===== src/rtl/addrlatch_pkg.sv =====
package addrlatch_pkg;

  typedef enum logic [1:0] {
    MODE_HOLD  = 2'd0,
    MODE_WRITE = 2'd1,
    MODE_DEMUX = 2'd2,
    MODE_CLEAR = 2'd3
  } mode_e;

  // Map the two active-low controls onto a mode.
  function automatic mode_e decode_mode(input logic en_n, input logic clr_n);
    mode_e m;
    case ({en_n, clr_n})
      2'b11:   m = MODE_HOLD;
      2'b01:   m = MODE_WRITE;
      2'b00:   m = MODE_DEMUX;
      default: m = MODE_CLEAR;
    endcase
    return m;
  endfunction

  // True when two or more bits of the difference word are set.
  function automatic logic multi_bit(input logic [31:0] diff);
    return (diff & (diff - 32'd1)) != 32'd0;
  endfunction

endpackage


===== src/rtl/addrlatch_sel_dec.sv =====
module addrlatch_sel_dec #(
  parameter int ADDR_W = 3,
  localparam int N_OUT = 1 << ADDR_W
) (
  input  logic [ADDR_W-1:0] addr,
  output logic [N_OUT-1:0]  sel
);
  for (genvar i = 0; i < N_OUT; i++) begin : g_sel
    assign sel[i] = (addr == ADDR_W'(i));
  end
endmodule


===== src/rtl/addrlatch_store.sv =====
module addrlatch_store
  import addrlatch_pkg::*;
#(
  parameter int N_OUT = 8
) (
  input  logic             clk,
  input  logic             rst_n,
  input  mode_e            mode,
  input  logic [N_OUT-1:0] sel,
  input  logic             d,
  output logic [N_OUT-1:0] q
);
  logic [N_OUT-1:0] nxt;

  for (genvar i = 0; i < N_OUT; i++) begin : g_bit
    always_comb begin
      case (mode)
        MODE_WRITE: nxt[i] = sel[i] ? d : q[i];
        MODE_DEMUX: nxt[i] = sel[i] & d;
        MODE_CLEAR: nxt[i] = 1'b0;
        default:    nxt[i] = q[i];
      endcase
    end
  end

  always_ff @(posedge clk) begin
    if (!rst_n) q <= '0;
    else        q <= nxt;
  end
endmodule


===== src/rtl/addrlatch_addr_watch.sv =====
module addrlatch_addr_watch
  import addrlatch_pkg::*;
#(
  parameter int ADDR_W = 3
) (
  input  logic              clk,
  input  logic              rst_n,
  input  logic              en_n,
  input  logic [ADDR_W-1:0] addr,
  output logic              addr_err
);
  logic [ADDR_W-1:0] prev_addr;
  logic              prev_vld;
  logic              jump;

  assign jump = prev_vld && multi_bit(32'(addr ^ prev_addr));

  always_ff @(posedge clk) begin
    if (!rst_n) begin
      prev_addr <= '0;
      prev_vld  <= 1'b0;
      addr_err  <= 1'b0;
    end else begin
      prev_addr <= addr;
      prev_vld  <= 1'b1;
      addr_err  <= !en_n && jump;
    end
  end
endmodule


===== src/rtl/addrlatch_demux.sv =====
module addrlatch_demux
  import addrlatch_pkg::*;
#(
  parameter int ADDR_W = 3,
  localparam int N_OUT = 1 << ADDR_W
) (
  input  logic              clk,
  input  logic              rst_n,
  input  logic              en_n,
  input  logic              clr_n,
  input  logic [ADDR_W-1:0] addr,
  input  logic              d,
  output logic [N_OUT-1:0]  q,
  output logic              addr_err
);
  mode_e            mode;
  logic [N_OUT-1:0] sel;

  assign mode = decode_mode(en_n, clr_n);

  addrlatch_sel_dec #(.ADDR_W(ADDR_W)) u_sel (
    .addr (addr),
    .sel  (sel)
  );

  addrlatch_store #(.N_OUT(N_OUT)) u_store (
    .clk   (clk),
    .rst_n (rst_n),
    .mode  (mode),
    .sel   (sel),
    .d     (d),
    .q     (q)
  );

  addrlatch_addr_watch #(.ADDR_W(ADDR_W)) u_watch (
    .clk      (clk),
    .rst_n    (rst_n),
    .en_n     (en_n),
    .addr     (addr),
    .addr_err (addr_err)
  );
endmodule


===== config.mk =====
export PLATFORM = sky130hd
export DESIGN_NAME = addrlatch_demux
export DESIGN_NICKNAME = d
export VERILOG_FILES = /design/src/rtl/addrlatch_pkg.sv /design/src/rtl/addrlatch_sel_dec.sv /design/src/rtl/addrlatch_store.sv /design/src/rtl/addrlatch_addr_watch.sv /design/src/rtl/addrlatch_demux.sv
export SDC_FILE = /design/constraint.sdc
export NUM_CORES = 1
export LEC_CHECK = 0
export ABC_AREA = 1
export BUFFER_PORTS_ARGS = -buffer_cell sky130_fd_sc_hd__buf_2
export CORE_ASPECT_RATIO = 1.2
export CORE_UTILIZATION = 30
export DETAILED_ROUTE_END_ITERATION = 8
export MAX_ROUTING_LAYER = met4
export PLACE_DENSITY = 0.55
export SYNTH_ARGS = -nofsm -noshare
export SYNTH_HDL_FRONTEND = slang
export SYNTH_SLANG_ARGS = --single-unit

===== constraint.sdc =====
create_clock -name clk -period 1 [get_ports clk]
set_input_delay 0.2 -clock clk [delete_from_list [all_inputs] [get_ports clk]]
set_output_delay 0.2 -clock clk [all_outputs]
set_load 0.01 [all_outputs]

### Yosys cells after proc, flatten, opt, wreduce, memory -nomap -nowiden

Cells that the tools add are included.

| storage, ports and cells | value |
|---|---|
| bits in registers | 13 |
| bits of input ports | 8 |
| output and inout bits | 9 |
| logic and storage cells | 75 |

| operators by class | value |
|---|---|
| add/subtract/negate cells | 1 |
| eq/ne operators | 20 |
| multiplexer cells | 18 |
| bitwise gates (word level) | 10 |
| reduce and logical (&&, ||, !) cells | 15 |

Operators with widths:

| cell | count |
|---|---|
| bitwise AND 32 bit | 1 |
| nonzero test 32 bit | 1 |
| subtractor 32 x 1 -> 32 bit, second input constant | 1 |
| one-hot mux 1 bit (3 select lines) | 8 |
| inequality test 2 x 1 -> 1 bit, second input constant | 8 |
| AND reduction 2 bit | 8 |
| equality test 3 bit, second input constant | 4 |
| two-way mux 1 bit | 9 |
| bitwise AND 1 bit | 8 |
| equality test 2 bit, second input constant | 3 |
| equality test 3 x 2 -> 1 bit, second input constant | 2 |
| one-hot mux 2 bit (3 select lines) | 1 |
| equality test 2 x 1 -> 1 bit, second input constant | 2 |
| equality test 3 x 1 -> 1 bit, second input constant | 1 |
| zero test 3 bit | 1 |
| nonzero test 3 bit | 1 |
| XOR 3 bit | 1 |
| logical AND 1 bit | 2 |
| zero test 2 bit | 1 |
| zero test 1 bit | 1 |

### Longest topological paths before layout

Gate-level depths: netlist of run 1.

| depth | value |
|---|---|
| word-level depth | 6 |
| gate-level depth with buffers | 6 |
| depth with buffers taken out | 6 |

### Cells and area by module

A second synthesis of run 1 with hierarchy kept.

| second synthesis, totals | value |
|---|---|
| cells, all modules | 116 |
| area total of the unflattened synthesis | 734.5 sq um |

By module, submodules not included:

| module | instances | cells each | area an instance (sq um) | sequential area each (sq um) |
|---|---|---|---|---|
| addrlatch_store | 1 | 63 | 420.4 | 160.2 |
| addrlatch_addr_watch | 1 | 31 | 214.0 | 100.1 |
| addrlatch_sel_dec | 1 | 15 | 56.3 | 0.0 |
| addrlatch_demux | 1 | 7 | 43.8 | 0.0 |

### Worst setup path before layout of run 1

OpenSTA, ideal clock, no wires.

| timing | value |
|---|---|
| kind | input to register |
| start point | input port addr[0] |
| end point | register u_store.q[0] |
| library setup time | 0.121 ns |
| data arrival time | 0.667 ns |
| required time | 0.879 ns |
| setup slack | 0.212 ns |
| stages on the path | 5 |
| buffers on the path | 1 |
| path through | buf_6 inv_2 nand2_1 nor3_1 nor3_2 |

| between the ends | value |
|---|---|
| word-level cells in the longest chain between the ends | 3 |
| elaborated cells on any way between the ends | 5 |
| those cells by class | 1 x eq/ne; 1 x mux; 1 x bitwise; 2 x reduce/logical |

Ends and longest elaborated chain:

| element | line | RTL |
|---|---|---|
| from (decl) | addrlatch_demux.sv:11 | `input logic [ADDR_W-1:0] addr,` |
| zero test 3 bit * | addrlatch_sel_dec.sv:9 | `assign sel[i] = (addr == ADDR_W'(i));` |
| bitwise AND 1 bit or inequality test 2 x 1 -> 1 bit (tied branches) | n/a |  |
| one-hot mux 1 bit (3 select lines) or AND reduction 2 bit (tied branches) | n/a |  |
| to (signal assigned) | addrlatch_store.sv:28 | `else q <= nxt;` |
| to (decl) | addrlatch_store.sv:11 | `output logic [N_OUT-1:0] q` |

Every way passes the cells marked *; elsewhere a longest branch is shown, timed or not.
A chain may end at the register's enable or synchronous reset.

### Worst setup path in the final report of run 1

| timing | value |
|---|---|
| start point | register u_store.q[4] |
| end point | output port q[4] |

RTL lines:

| element | line | RTL |
|---|---|---|
| to (decl) | addrlatch_demux.sv:13 | `output logic [N_OUT-1:0] q,` |

No word-level cell between the ends.

==> metrics.txt, run 1 <==
# TYPE chip_impl_metric gauge
chip_impl_info{name="outcome",value="finished, final reports clean"} 1
chip_impl_metric{name="drt_pass1_iterations",unit=""} 4
chip_impl_metric{name="synth.lib_cells_used.distinct",unit=""} 16
chip_impl_metric{name="detail-route-antenna-nets",unit=""} 0
chip_impl_metric{name="antenna_violations_before_repair",unit=""} 0
chip_impl_metric{name="mappedNetlistNets",unit=""} 86
chip_impl_metric{name="irDropWorstVdd",unit="mV"} 0.725
chip_impl_metric{name="initial_standard_cell_utilization_of_the_core",unit=""} 0.325
chip_impl_metric{name="cts.hold.buffers_added",unit=""} 0
chip_impl_metric{name="final.min_clock_period",unit="ns"} 0.949
chip_impl_metric{name="synthesis.instances",unit=""} 78
chip_impl_info{name="ws_path_type",value="register to output pin"} 1
chip_impl_metric{name="final.fill_count",unit=""} 197
chip_impl_metric{name="clock_path_buffers",unit=""} 2
chip_impl_info{name="clk_root_buffer_cell",value="sky130_fd_sc_hd__clkbuf_4"} 1
chip_impl_metric{name="synth_seq_cells",unit=""} 13
chip_impl_metric{name="cap_violations",unit=""} 0
chip_impl_metric{name="syn_area",unit="sq um"} 608
chip_impl_metric{name="dp_hpwl",unit="um"} 849
chip_impl_metric{name="chipHeight",unit="um"} 51.3
chip_impl_metric{name="worst_skew_pair.late_latency",unit="ns"} 0.27
chip_impl_metric{name="gp_congestion",unit=""} 0.733
chip_impl_metric{name="h-tree-depth",unit=""} 1
chip_impl_metric{name="drive_gt1_frac",unit=""} 0.389
chip_impl_metric{name="synthesis.area_per_instance",unit="sq um"} 7.80
chip_impl_metric{name="design.die.area",unit="sq um"} 2210
chip_impl_metric{name="core-area",unit="sq um"} 1870
chip_impl_metric{name="timing.critical_path.required",unit="ns"} 0.80
chip_impl_metric{name="final-hold-violation-count",unit=""} 0
chip_impl_metric{name="cts.reportedPaths.clkPinSlew",unit="ns"} 0.08
chip_impl_info{name="cts_tree",value="built"} 1
chip_impl_metric{name="totalNegativeSetupSlack",unit="ns"} 0
chip_impl_metric{name="grt_first_pass_wirelength",unit="mm"} 2.07
chip_impl_metric{name="rows",unit=""} 17
chip_impl_metric{name="critical_path.max_stage_delay",unit="ns"} 0.35
chip_impl_metric{name="finalCritPeriodShare",unit=""} 0.949
chip_impl_metric{name="critPathArrivalTime",unit="ns"} 0.75
chip_impl_info{name="grt_setup_unrepaired",value="no"} 1
chip_impl_metric{name="finish.net_count",unit=""} 104
chip_impl_info{name="cp_delay_by_family_top",value="flip-flops"} 1
chip_impl_metric{name="detailedRoute.firstIterationViolations",unit=""} 11
chip_impl_metric{name="drcViolationCount",unit=""} 0
chip_impl_metric{name="die_width",unit="um"} 43.1
chip_impl_metric{name="area_growth_syn_to_layout",unit="%"} 17.7
chip_impl_metric{name="timing_worst_slew_pin_value",unit="ns"} 0.211
chip_impl_metric{name="diodes",unit=""} 0
chip_impl_metric{name="synth.yosys.seq_area_share",unit=""} 0.428
chip_impl_metric{name="crit_buf_inv",unit=""} 1
chip_impl_metric{name="postCtsSetupRepairBufs",unit=""} 0
chip_impl_info{name="critical-path-slowest-cell",value="sky130_fd_sc_hd__dfxtp_1"} 1
chip_impl_metric{name="numClockSinks",unit=""} 13
chip_impl_metric{name="total_grt_overflow",unit=""} 0
chip_impl_metric{name="groute.usage.overall",unit=""} 0.127
chip_impl_metric{name="clock.fmax",unit="MHz"} 1050
chip_impl_metric{name="tritoncts.num_buffers",unit=""} 3
chip_impl_metric{name="vias",unit=""} 529
chip_impl_metric{name="total_of_endpoints_with_negative_setup_slack_in_the_final_report",unit=""} 0
chip_impl_metric{name="port_buffers",unit=""} 16
chip_impl_metric{name="post_drt_wl_per_cell",unit="um"} 9.88
chip_impl_metric{name="final_max_slew_viol_count",unit=""} 0
chip_impl_metric{name="power_leakage",unit="nW"} 0.347
chip_impl_metric{name="vias_per_cell",unit=""} 4.64
chip_impl_metric{name="fin_worst_skew",unit="ns"} 0.00285
chip_impl_info{name="worstHoldPathType",value="primary input to register"} 1
chip_impl_metric{name="power_per_cell_area",unit="nW/um^2"} 1400
chip_impl_metric{name="totalWireLength",unit="mm"} 1.13
chip_impl_metric{name="worst_slew_margin_rel",unit=""} 0.858
chip_impl_info{name="type_of_destination_of_the_critical_path",value="output pin"} 1
chip_impl_metric{name="yosys_warnings",unit=""} 0
chip_impl_metric{name="first_global_vias",unit=""} 496
chip_impl_metric{name="worst-path-max-fanout",unit=""} 2
chip_impl_info{name="critical_path.cell_chain",value="buf_2"} 1
chip_impl_metric{name="finish.utilization",unit=""} 0.382
chip_impl_info{name="start_kind",value="register"} 1
chip_impl_metric{name="grt_start_max_net_pins",unit=""} 9
chip_impl_metric{name="ios",unit=""} 17
[report_power, final]
group	internal (mW)	switching, mW
logic	0.0472	0.0886
clock network	0.154	0.166
registers	0.535	0.00799
[sequential cells by signal, indices dropped and copies added, names as in the netlist]
register	flops
u_store.q	8
u_watch.prev_addr	3
u_watch.addr_err	1
u_watch.prev_vld	1
[kinds of logic after synthesis]
kind of cell / after synthesis / share of synthesized area
AND/OR/NAND/NOR: 40 / 0.335
flip-flops: 13 / 0.428
buffers and inverters: 13 / 0.101
AO/OA/AOI/OAI: 9 / 0.0926
XOR/XNOR: 3 / 0.0432
[layer usage]
metal  up-vias  part of all wire  track usage
li1        283                 -            -
met1       227              0.49        0.157
met2        15              0.44        0.189
met3         4             0.056       0.0353
met4         0             0.012       0.0606
met5         -                 0            -
[worst paths after layout]
check,start,to,slack [ns],cells after the start
setup / recovery,u_store.q[4],q[4],0.05,1
setup reg to reg,u_watch.prev_addr[1],u_watch.addr_err,0.21,6
hold reg to reg,u_watch.prev_vld,u_watch.addr_err,0.46,2
hold / removal,rst_n,u_watch.prev_vld,0.12,1
[cell usage after synthesis]
cell	number	area share
sky130_fd_sc_hd__a21oi_2	3	0.043
sky130_fd_sc_hd__nor3_2	4	0.066
sky130_fd_sc_hd__nand2_2	5	0.051
sky130_fd_sc_hd__xnor2_1	1	0.014
sky130_fd_sc_hd__buf_4	1	0.012
sky130_fd_sc_hd__a21oi_1	6	0.049
sky130_fd_sc_hd__buf_2	1	0.0082
sky130_fd_sc_hd__nor2_1	8	0.049
sky130_fd_sc_hd__nand2_1	10	0.062
sky130_fd_sc_hd__inv_1	5	0.031
sky130_fd_sc_hd__xor2_1	2	0.029
sky130_fd_sc_hd__dfxtp_1	13	0.43
sky130_fd_sc_hd__nor3_1	12	0.099
sky130_fd_sc_hd__buf_6	1	0.019
sky130_fd_sc_hd__nand3_1	1	0.0082
sky130_fd_sc_hd__inv_2	5	0.031
[placed cells by master, fill, tap and decap left out]
| master | Yosys | final |
|---|---|---|
| sky130_fd_sc_hd__buf_2 | 1 | 16 |
| sky130_fd_sc_hd__nor3_1 | 12 | 12 |
| sky130_fd_sc_hd__dfxtp_1 | 13 | 12 |
| sky130_fd_sc_hd__nand2_1 | 10 | 10 |
| sky130_fd_sc_hd__nor2_1 | 8 | 8 |
| sky130_fd_sc_hd__a21oi_1 | 6 | 6 |
| sky130_fd_sc_hd__inv_2 | 5 | 5 |
| sky130_fd_sc_hd__inv_1 | 5 | 5 |
| sky130_fd_sc_hd__nand2_2 | 5 | 5 |
| sky130_fd_sc_hd__nor3_2 | 4 | 4 |
| sky130_fd_sc_hd__a21oi_2 | 3 | 3 |
| sky130_fd_sc_hd__clkbuf_4 | 0 | 3 |
| sky130_fd_sc_hd__xor2_1 | 2 | 2 |
| sky130_fd_sc_hd__xnor2_1 | 1 | 1 |
| sky130_fd_sc_hd__nand3_1 | 1 | 1 |
| sky130_fd_sc_hd__clkbuf_1 | 0 | 1 |
| sky130_fd_sc_hd__dfxtp_2 | 0 | 1 |
[per-stage QoR]
step	hold WS [ns]	setup WS [ns]	std cells	total power, mW	area (sq um)
after global routing	0.107	0.00181	114	1.07	716
after detailed placement	0.401	0.0884	110	0.693	688
after global placement	0.396	0.101	110	0.690	688
after floorplan	0.228	0.212	78	0.654	608
after CTS	0.111	0.0239	114	1.02	714
final	0.119	0.0510	114	0.999	716
[repair_timing]
action / 4_1_cts / 5_1_grt
hold endpoints to repair: 0 / 0
resized for setup: 0 / 1
setup endpoints to repair: 0 / 2
[final cells by class]
type / count / area, sq um / area share
Multi-Input combinational cell: 52 / 287 / 0.400
Sequential cell: 13 / 262 / 0.365
Timing Repair Buffer: 16 / 80.1 / 0.112
Inverter: 10 / 37.5 / 0.0524
Clock buffer: 4 / 26.3 / 0.0367
Tap cell: 19 / 23.8 / 0.0332
(Power assumes the default switching activity.)
==> run 2: changes to the inputs <==
--- a/config.mk
+++ b/config.mk
@@ -5,13 +5,13 @@
 export SDC_FILE = /design/constraint.sdc
 export NUM_CORES = 1
 export LEC_CHECK = 0
-export ABC_AREA = 1
 export BUFFER_PORTS_ARGS = -buffer_cell sky130_fd_sc_hd__buf_2
 export CORE_ASPECT_RATIO = 1.2
 export CORE_UTILIZATION = 30
+export CTS_CLUSTER_SIZE = 30
 export DETAILED_ROUTE_END_ITERATION = 8
 export MAX_ROUTING_LAYER = met4
-export PLACE_DENSITY = 0.55
+export PLACE_DENSITY = 0.56
 export SYNTH_ARGS = -nofsm -noshare
 export SYNTH_HDL_FRONTEND = slang
 export SYNTH_SLANG_ARGS = --single-unit
==> constraint.sdc (replaced) <==
create_clock -name clk -period 1 [get_ports clk]
set_input_delay 0.2 -clock clk [delete_from_list [all_inputs] [get_ports clk]]
set_output_delay 0.2 -clock clk [all_outputs]
set_load 0.1 [all_outputs]
==> metrics.txt, run 2 <==
# TYPE chip_impl_metric gauge
chip_impl_info{name="outcome",value="finished, violations left"} 1
chip_impl_info{name="failed_checks",value="negative setup slack"} 1
chip_impl_metric{name="cap_violations",unit=""} 0
chip_impl_metric{name="first_global_vias",unit=""} 448
chip_impl_metric{name="timing.critical_path.required",unit="ns"} 0.80
chip_impl_metric{name="diodes",unit=""} 0
chip_impl_metric{name="final.fill_count",unit=""} 155
chip_impl_metric{name="h-tree-depth",unit=""} 1
chip_impl_metric{name="fin_worst_skew",unit="ns"} 0.000418
chip_impl_metric{name="grt_start_max_net_pins",unit=""} 9
chip_impl_metric{name="yosys_warnings",unit=""} 0
chip_impl_metric{name="share_clk_of_total_power",unit=""} 0.294
chip_impl_metric{name="rows",unit=""} 16
chip_impl_metric{name="rr_worst_depth",unit=""} 3
chip_impl_info{name="rr_endpoint",value="u_watch.addr_err"} 1
chip_impl_metric{name="total_grt_overflow",unit=""} 0
chip_impl_metric{name="detailedPlace.worstSlack",unit="ns"} -0.126
chip_impl_metric{name="synth-edff-count",unit=""} 0
chip_impl_metric{name="detailedRoute.firstIterationViolations",unit=""} 10
chip_impl_metric{name="worst_slack",unit="ns"} -0.00275
chip_impl_metric{name="cts.reportedPaths.clkPinSlew",unit="ns"} 0.08
chip_impl_info{name="layout.cells.most_common",value="sky130_fd_sc_hd__buf_4"} 1
chip_impl_metric{name="initial_standard_cell_utilization_of_the_core",unit=""} 0.325
chip_impl_info{name="largest-register",value="u_store.q"} 1
chip_impl_info{name="min_to",value="u_watch.prev_vld"} 1
chip_impl_metric{name="totalWireLength",unit="mm"} 1.24
chip_impl_metric{name="area_growth_syn_to_layout",unit="%"} 71.2
chip_impl_metric{name="irDropWorstVdd",unit="mV"} 0.512
chip_impl_info{name="yosysTopAreaCell",value="sky130_fd_sc_hd__dfxtp_1"} 1
chip_impl_metric{name="post_drt_wl_per_cell",unit="um"} 12.4
chip_impl_metric{name="final_max_slew_viol_count",unit=""} 0
chip_impl_metric{name="drt_pass1_iterations",unit=""} 4
chip_impl_metric{name="clock_path_buffers",unit=""} 2
chip_impl_metric{name="drive_gt1_frac",unit=""} 0.622
chip_impl_metric{name="critical_path.max_stage_delay",unit="ns"} 0.36
chip_impl_metric{name="p_switching",unit="mW"} 0.283
chip_impl_info{name="synthFlopType",value="sky130_fd_sc_hd__dfxtp_1"} 1
chip_impl_metric{name="gp_congestion",unit=""} 0.783
chip_impl_info{name="hold_path.startpoint",value="rst_n"} 1
chip_impl_metric{name="timing_worst_slew_pin_value",unit="ns"} 0.343
chip_impl_metric{name="design.die.area",unit="sq um"} 1950
chip_impl_metric{name="worst_skew_pair.late_latency",unit="ns"} 0.26
chip_impl_info{name="timing.critical_path.from",value="u_store.q[6]"} 1
chip_impl_metric{name="grt_first_pass_wirelength",unit="mm"} 1.96
chip_impl_metric{name="finalCritPeriodShare",unit=""} 1.00
chip_impl_metric{name="numClockSinks",unit=""} 13
chip_impl_metric{name="tritoncts.num_buffers",unit=""} 3
chip_impl_info{name="synth_commonest_cells",value="sky130_fd_sc_hd__dfxtp_1, sky130_fd_sc_hd__o311ai_1, sky130_fd_sc_hd__o41ai_1"} 1
chip_impl_metric{name="power_report.internal_total",unit="mW"} 0.781
chip_impl_metric{name="synthesis.instances",unit=""} 49
chip_impl_metric{name="power.switching_fraction",unit=""} 0.266
chip_impl_metric{name="timing.hold.worst_path_depth",unit=""} 2
chip_impl_info{name="critical-path-slowest-cell",value="sky130_fd_sc_hd__dfxtp_2"} 1
chip_impl_metric{name="mappedNetlistNets",unit=""} 57
chip_impl_metric{name="ios",unit=""} 17
chip_impl_info{name="registers_with_the_most_flip_flops",value="u_store.q x8, u_watch.prev_addr x3"} 1
chip_impl_info{name="start_kind",value="register"} 1
chip_impl_metric{name="largest_register_ffs",unit=""} 8
chip_impl_metric{name="critPathArrivalTime",unit="ns"} 0.80
chip_impl_metric{name="die_width",unit="um"} 40.5
chip_impl_metric{name="port_buffers",unit=""} 16
chip_impl_info{name="layout.cells.most_common_list",value="sky130_fd_sc_hd__buf_4, sky130_fd_sc_hd__buf_12, sky130_fd_sc_hd__dfxtp_2, sky130_fd_sc_hd__buf_2"} 1
chip_impl_metric{name="dp_hpwl",unit="um"} 893
chip_impl_metric{name="final-hold-violation-count",unit=""} 0
chip_impl_metric{name="synth-async-reset-ratio",unit=""} 0
chip_impl_metric{name="vias_per_cell",unit=""} 5.01
chip_impl_metric{name="power.share.sequential",unit=""} 0.508
chip_impl_metric{name="cts.hold.buffers_added",unit=""} 0
chip_impl_metric{name="drcViolationCount",unit=""} 0
chip_impl_metric{name="total_of_endpoints_with_negative_setup_slack_in_the_final_report",unit=""} 3
chip_impl_info{name="ws_path_type",value="register to output pin"} 1
chip_impl_info{name="type_of_destination_of_the_critical_path",value="output pin"} 1
chip_impl_info{name="crit-reg2reg-launch",value="u_watch.prev_addr[1]"} 1
chip_impl_metric{name="detail-route-antenna-nets",unit=""} 0
chip_impl_info{name="cts_tree",value="built"} 1
chip_impl_metric{name="synth.lib_cells_used.distinct",unit=""} 18
chip_impl_metric{name="clock.fmax",unit="MHz"} 997
chip_impl_metric{name="syn_area",unit="sq um"} 534
chip_impl_info{name="worstHoldPathType",value="primary input to register"} 1
chip_impl_metric{name="core-area",unit="sq um"} 1640
chip_impl_metric{name="final.min_clock_period",unit="ns"} 1.00
chip_impl_info{name="most_common_cell_in_the_synthesized_netlist",value="sky130_fd_sc_hd__dfxtp_1"} 1
chip_impl_metric{name="groute.usage.overall",unit=""} 0.156
chip_impl_metric{name="vias",unit=""} 501
chip_impl_info{name="clk_root_buffer_cell",value="sky130_fd_sc_hd__clkbuf_4"} 1
chip_impl_metric{name="synth_seq_cells",unit=""} 13
chip_impl_info{name="grt_setup_unrepaired",value="yes"} 1
chip_impl_metric{name="finish.net_count",unit=""} 91
chip_impl_metric{name="finish.utilization",unit=""} 0.557
chip_impl_metric{name="stdcell_count",unit=""} 100
chip_impl_metric{name="comb_power_share",unit=""} 0.198
chip_impl_metric{name="yosys.area.top_type_share",unit=""} 0.487
chip_impl_info{name="cp_delay_by_family_top",value="flip-flops"} 1
chip_impl_metric{name="antenna_violations_before_repair",unit=""} 0
chip_impl_metric{name="power_per_cell_area",unit="nW/um^2"} 1160
chip_impl_metric{name="chipHeight",unit="um"} 48.2
chip_impl_metric{name="power_leakage",unit="nW"} 0.368
chip_impl_metric{name="worst-path-max-fanout",unit=""} 2
chip_impl_info{name="post_synth_main_area_contributors",value="sky130_fd_sc_hd__dfxtp_1, sky130_fd_sc_hd__o311ai_1, sky130_fd_sc_hd__o41ai_1"} 1
chip_impl_info{name="critical_path.cell_chain",value="buf_12"} 1
chip_impl_metric{name="placed_cells_incl_taps",unit=""} 93
chip_impl_metric{name="synthesis.area_per_instance",unit="sq um"} 10.9
chip_impl_metric{name="crit_buf_inv",unit=""} 1
chip_impl_metric{name="r2r_setup_slack",unit="ns"} 0.08
chip_impl_metric{name="worst_slew_margin_rel",unit=""} 0.771
chip_impl_metric{name="synth.yosys.seq_area_share",unit=""} 0.487
chip_impl_metric{name="hold_slack",unit="ns"} 0.176
run 2: layout make-up:
| type | count | area, sq um | area share |
|---|---|---|---|
| Timing Repair Buffer | 33 | 343 | 0.375 |
| Sequential cell | 13 | 274 | 0.300 |
| Multi-Input combinational cell | 32 | 249 | 0.272 |
| Clock buffer | 4 | 26.3 | 0.0287 |
| Tap cell | 18 | 22.5 | 0.0246 |
run 2: metrics by stage:
| stage | instance area (sq um) | power, mW | TNS (ns) |
|---|---|---|---|
| after floorplan | 549 | 0.666 | -0.122 |
| after global placement | 863 | 0.761 | -0.560 |
| after detailed placement | 863 | 0.762 | -0.675 |
| after CTS | 900 | 1.08 | -0.110 |
| after global routing | 915 | 1.12 | -0.261 |
| final | 915 | 1.06 | -0.00507 |
run 2: worst max-delay path by stage:
stage,depth (start not counted),to
after global placement,4,u_store.q[0]
after detailed placement,4,u_store.q[0]
after floorplan,5,u_store.q[1]
final,1,q[6]
after CTS,1,q[0]
after global routing,1,q[2]
run 2: timing repair:
action	in CTS	in global routing
buffers inserted	1	2
endpoints found under the setup margin	8	9
resized for setup	1	0
run 2: power groups by stage:
stage	Combinational [mW]	Clock, mW	Sequential [mW]
floorplan	0.0698	0	0.596
global placement	0.206	0	0.555
detailed placement	0.207	0	0.555
CTS	0.209	0.327	0.541
global route	0.226	0.348	0.542
finish	0.211	0.312	0.540
run 2: logic make-up (layout without fill, tap and decap cells):
family / after synthesis / count (layout) / share of synthesized area
AO/OA/AOI/OAI: 15 / 15 / 0.232
flip-flops: 13 / 13 / 0.487
AND/OR/NAND/NOR: 13 / 13 / 0.164
buffers and inverters: 4 / 37 / 0.0468
XOR/XNOR: 3 / 3 / 0.0492
adder cells (fa/ha/maj): 1 / 1 / 0.0211
run 2: metal layers:
| metal | global-route usage | share of wire | vias to the layer above |
|---|---|---|---|
| met2 | 0.222 | 0.48 | 11 |
| li1 | - | - | 256 |
| met4 | 0.0800 | 0 | 0 |
| met1 | 0.199 | 0.49 | 234 |
| met5 | - | 0 | - |
| met3 | 0.0411 | 0.031 | 0 |
==> run 3: changes to the inputs <==
--- a/config.mk
+++ b/config.mk
@@ -5,13 +5,15 @@
 export SDC_FILE = /design/constraint.sdc
 export NUM_CORES = 1
 export LEC_CHECK = 0
+export ABC_AREA = 1
 export BUFFER_PORTS_ARGS = -buffer_cell sky130_fd_sc_hd__buf_2
 export CORE_ASPECT_RATIO = 1.2
+export CORE_MARGIN = 2
 export CORE_UTILIZATION = 30
 export CTS_CLUSTER_SIZE = 30
 export DETAILED_ROUTE_END_ITERATION = 8
 export MAX_ROUTING_LAYER = met4
-export PLACE_DENSITY = 0.56
+export PLACE_DENSITY = 0.55
 export SYNTH_ARGS = -nofsm -noshare
 export SYNTH_HDL_FRONTEND = slang
 export SYNTH_SLANG_ARGS = --single-unit
==> metrics.txt, run 3 (synthesis gave the netlist of run 1 again) <==
# TYPE chip_impl_metric gauge
chip_impl_metric{name="diodes",unit=""} 0
chip_impl_metric{name="drcViolationCount",unit=""} 0
chip_impl_metric{name="p_switching",unit="mW"} 0.340
chip_impl_metric{name="core-area",unit="sq um"} 1870
chip_impl_info{name="critical-path-slowest-cell",value="sky130_fd_sc_hd__dfxtp_2"} 1
chip_impl_info{name="grt_setup_unrepaired",value="yes"} 1
chip_impl_info{name="top_layer",value="met4"} 1
chip_impl_metric{name="totalWireLength",unit="mm"} 1.16
chip_impl_metric{name="tritoncts.num_buffers",unit=""} 3
chip_impl_metric{name="placed_cell_area",unit="sq um"} 835
chip_impl_metric{name="layout.cell_area.non_filler",unit="sq um"} 876
chip_impl_metric{name="gp_congestion",unit=""} 0.774
chip_impl_metric{name="chipHeight",unit="um"} 53.3
chip_impl_metric{name="ios",unit=""} 17
chip_impl_metric{name="initial_standard_cell_utilization_of_the_core",unit=""} 0.325
chip_impl_metric{name="wl_met1",unit="um"} 520
chip_impl_metric{name="grt_first_pass_wirelength",unit="mm"} 1.95
chip_impl_metric{name="critPathArrivalTime",unit="ns"} 0.82
chip_impl_metric{name="timing.critical_path.required",unit="ns"} 0.80
chip_impl_metric{name="comb_power_share",unit=""} 0.207
chip_impl_info{name="critical_path.cell_chain",value="buf_12"} 1
chip_impl_info{name="layout.cells.most_common_list",value="sky130_fd_sc_hd__nor3_1, sky130_fd_sc_hd__nand2_1, sky130_fd_sc_hd__buf_12, sky130_fd_sc_hd__dfxtp_2, sky130_fd_sc_hd__nor2_1"} 1
chip_impl_metric{name="fin_worst_skew",unit="ns"} 0.000940
chip_impl_info{name="registers_with_the_most_flip_flops",value="u_store.q x8, u_watch.prev_addr x3"} 1
chip_impl_metric{name="area_growth_syn_to_layout",unit="%"} 44.0
chip_impl_metric{name="finalCritPeriodShare",unit=""} 1.02
chip_impl_metric{name="largest_register_ffs",unit=""} 8
chip_impl_metric{name="rows",unit=""} 17
chip_impl_metric{name="groute.usage.overall",unit=""} 0.116
chip_impl_metric{name="timing_worst_slew_pin_value",unit="ns"} 0.222
chip_impl_metric{name="irDropWorstVdd",unit="mV"} 1.05
chip_impl_info{name="cp_delay_by_family_top",value="flip-flops"} 1
chip_impl_metric{name="numClockSinks",unit=""} 13
chip_impl_metric{name="power_per_cell_area",unit="nW/um^2"} 1270
chip_impl_metric{name="post_drt_wl_per_cell",unit="um"} 10.0
chip_impl_metric{name="drt_pass1_iterations",unit=""} 2
chip_impl_metric{name="power.share.sequential",unit=""} 0.495
chip_impl_metric{name="final.fill_count",unit=""} 198
chip_impl_metric{name="cts.reportedPaths.clkPinSlew",unit="ns"} 0.08
chip_impl_info{name="failed_checks",value="negative setup slack"} 1
chip_impl_metric{name="clock_path_buffers",unit=""} 2
chip_impl_metric{name="cap_violations",unit=""} 0
chip_impl_metric{name="finish.net_count",unit=""} 106
chip_impl_metric{name="dr_wl_met2",unit="um"} 528
chip_impl_info{name="type_of_destination_of_the_critical_path",value="output pin"} 1
chip_impl_metric{name="wl_met3",unit="um"} 74
chip_impl_info{name="outcome",value="finished, violations left"} 1
chip_impl_metric{name="vias",unit=""} 549
chip_impl_info{name="worstHoldPathType",value="primary input to register"} 1
chip_impl_metric{name="power.switching_fraction",unit=""} 0.307
chip_impl_info{name="ws_path_type",value="register to output pin"} 1
chip_impl_info{name="largest-register",value="u_store.q"} 1
chip_impl_metric{name="total_of_endpoints_with_negative_setup_slack_in_the_final_report",unit=""} 8
chip_impl_info{name="clk_root_buffer_cell",value="sky130_fd_sc_hd__clkbuf_4"} 1
chip_impl_metric{name="power_leakage",unit="nW"} 0.387
chip_impl_metric{name="die_width",unit="um"} 45.1
chip_impl_metric{name="worst_skew_pair.late_latency",unit="ns"} 0.28
chip_impl_metric{name="vias_per_cell",unit=""} 4.73
chip_impl_metric{name="crit_buf_inv",unit=""} 1
chip_impl_metric{name="power_report.internal_total",unit="mW"} 0.770
chip_impl_info{name="layout.cells.most_common",value="sky130_fd_sc_hd__nor3_1"} 1
chip_impl_metric{name="grt_start_max_net_pins",unit=""} 9
chip_impl_metric{name="timing.hold.worst_path_depth",unit=""} 1
chip_impl_info{name="rr_endpoint",value="u_watch.addr_err"} 1
chip_impl_metric{name="r2r_setup_slack",unit="ns"} 0.22
chip_impl_metric{name="dp_hpwl",unit="um"} 895
chip_impl_info{name="crit-reg2reg-launch",value="u_watch.prev_addr[1]"} 1
chip_impl_metric{name="drive_gt1_frac",unit=""} 0.485
chip_impl_metric{name="design.die.area",unit="sq um"} 2400
chip_impl_metric{name="first_global_vias",unit=""} 479
chip_impl_metric{name="clock.fmax",unit="MHz"} 985
chip_impl_metric{name="critical_path.max_stage_delay",unit="ns"} 0.36
chip_impl_metric{name="total_grt_overflow",unit=""} 0
chip_impl_metric{name="h-tree-depth",unit=""} 1
chip_impl_info{name="hold_path.startpoint",value="rst_n"} 1
chip_impl_metric{name="final_max_slew_viol_count",unit=""} 0
chip_impl_metric{name="worst_slack",unit="ns"} -0.0156
chip_impl_metric{name="final.min_clock_period",unit="ns"} 1.02
chip_impl_info{name="min_to",value="u_watch.prev_vld"} 1
chip_impl_metric{name="detailedRoute.firstIterationViolations",unit=""} 3
chip_impl_metric{name="detail-route-antenna-nets",unit=""} 0
chip_impl_metric{name="final-hold-violation-count",unit=""} 0
chip_impl_metric{name="share_clk_of_total_power",unit=""} 0.297
chip_impl_metric{name="worst-path-max-fanout",unit=""} 2
chip_impl_info{name="start_kind",value="register"} 1
chip_impl_metric{name="totalNegativeSetupSlack",unit="ns"} -0.0801
chip_impl_metric{name="antenna_violations_before_repair",unit=""} 0
chip_impl_metric{name="postCtsResizedCells",unit=""} 0
chip_impl_metric{name="cts.hold.buffers_added",unit=""} 0
chip_impl_metric{name="worst_slew_margin_rel",unit=""} 0.851
chip_impl_metric{name="port_buffers",unit=""} 16
chip_impl_metric{name="rr_worst_depth",unit=""} 6
chip_impl_info{name="cts_tree",value="built"} 1
==> run 3: changes by cell type in the layout (fill, tap and decap cells not counted), moves of 4 or more <==
| cell | change |
|---|---|
| sky130_fd_sc_hd__o41ai_1 | -4 |
| sky130_fd_sc_hd__nand2_1 | +7 |
| sky130_fd_sc_hd__a21oi_1 | +6 |
| sky130_fd_sc_hd__buf_4 | -15 |
| sky130_fd_sc_hd__nor2_1 | +8 |
| sky130_fd_sc_hd__o311ai_1 | -4 |
| sky130_fd_sc_hd__nand2_2 | +5 |
| sky130_fd_sc_hd__inv_2 | +5 |
| sky130_fd_sc_hd__inv_1 | +5 |
| sky130_fd_sc_hd__nor3_1 | +12 |
==> run 3: power by group through the flow <==
stage          Clock (mW)  Sequential, mW  Combinational, mW
2_1_floorplan           0           0.625             0.0942
3_3_place_gp            0           0.563              0.226
3_5_place_dp            0           0.563              0.229
4_1_cts             0.337           0.551              0.232
5_1_grt             0.367           0.552              0.247
6_report            0.330           0.550              0.230
==> run 3: worst max-delay path by stage <==
stage,start,to,slack [ns],cells past startpoint
4_1_cts,u_store.q[5],q[5],-0.02,1
3_5_place_dp,addr[0],u_store.q[6],0.1,5
3_3_place_gp,en_n,u_store.q[0],0.09,5
6_report,u_store.q[5],q[5],-0.02,1
5_1_grt,u_store.q[5],q[5],-0.05,1
2_1_floorplan,u_store.q[1],u_store.q[1],0.04,2
==> run 3: layout make-up <==
| type | instances | area (sq um) | area share |
|---|---|---|---|
| inverters | 10 | 37.5 | 0.0429 |
| multi-input cells | 52 | 287 | 0.327 |
| flip-flops and latches | 13 | 272 | 0.310 |
| clock buffers | 4 | 26.3 | 0.0300 |
| repair buffers | 18 | 230 | 0.263 |
| well taps | 19 | 23.8 | 0.0271 |
==> run 3: routing by layer <==
metal  vias up  global-route usage
li1        288                   -
met1       241               0.137
met2        15               0.169
met3         5              0.0341
met4         0              0.0735
met5         -                   -
==> run 3: stage by stage <==
stage / worst slack, ns / utilization / power, mW / std cells / hold slack, ns
after detailed placement: 0.0955 / 0.446 / 0.792 / 110 / 0.398
after CTS: -0.0180 / 0.468 / 1.12 / 116 / 0.106
after global placement: 0.0935 / 0.446 / 0.788 / 110 / 0.387
after floorplan: 0.0402 / - / 0.719 / 78 / 0.228
final: -0.0156 / 0.468 / 1.11 / 116 / 0.107
after global routing: -0.0517 / 0.468 / 1.17 / 116 / 0.106
==> run 3: what timing repair did <==
item                       in CTS  in global routing
pin swaps                       0                  0
setup buffers                   2                  0
cloned                          0                  0
setup endpoints to repair       8                  9
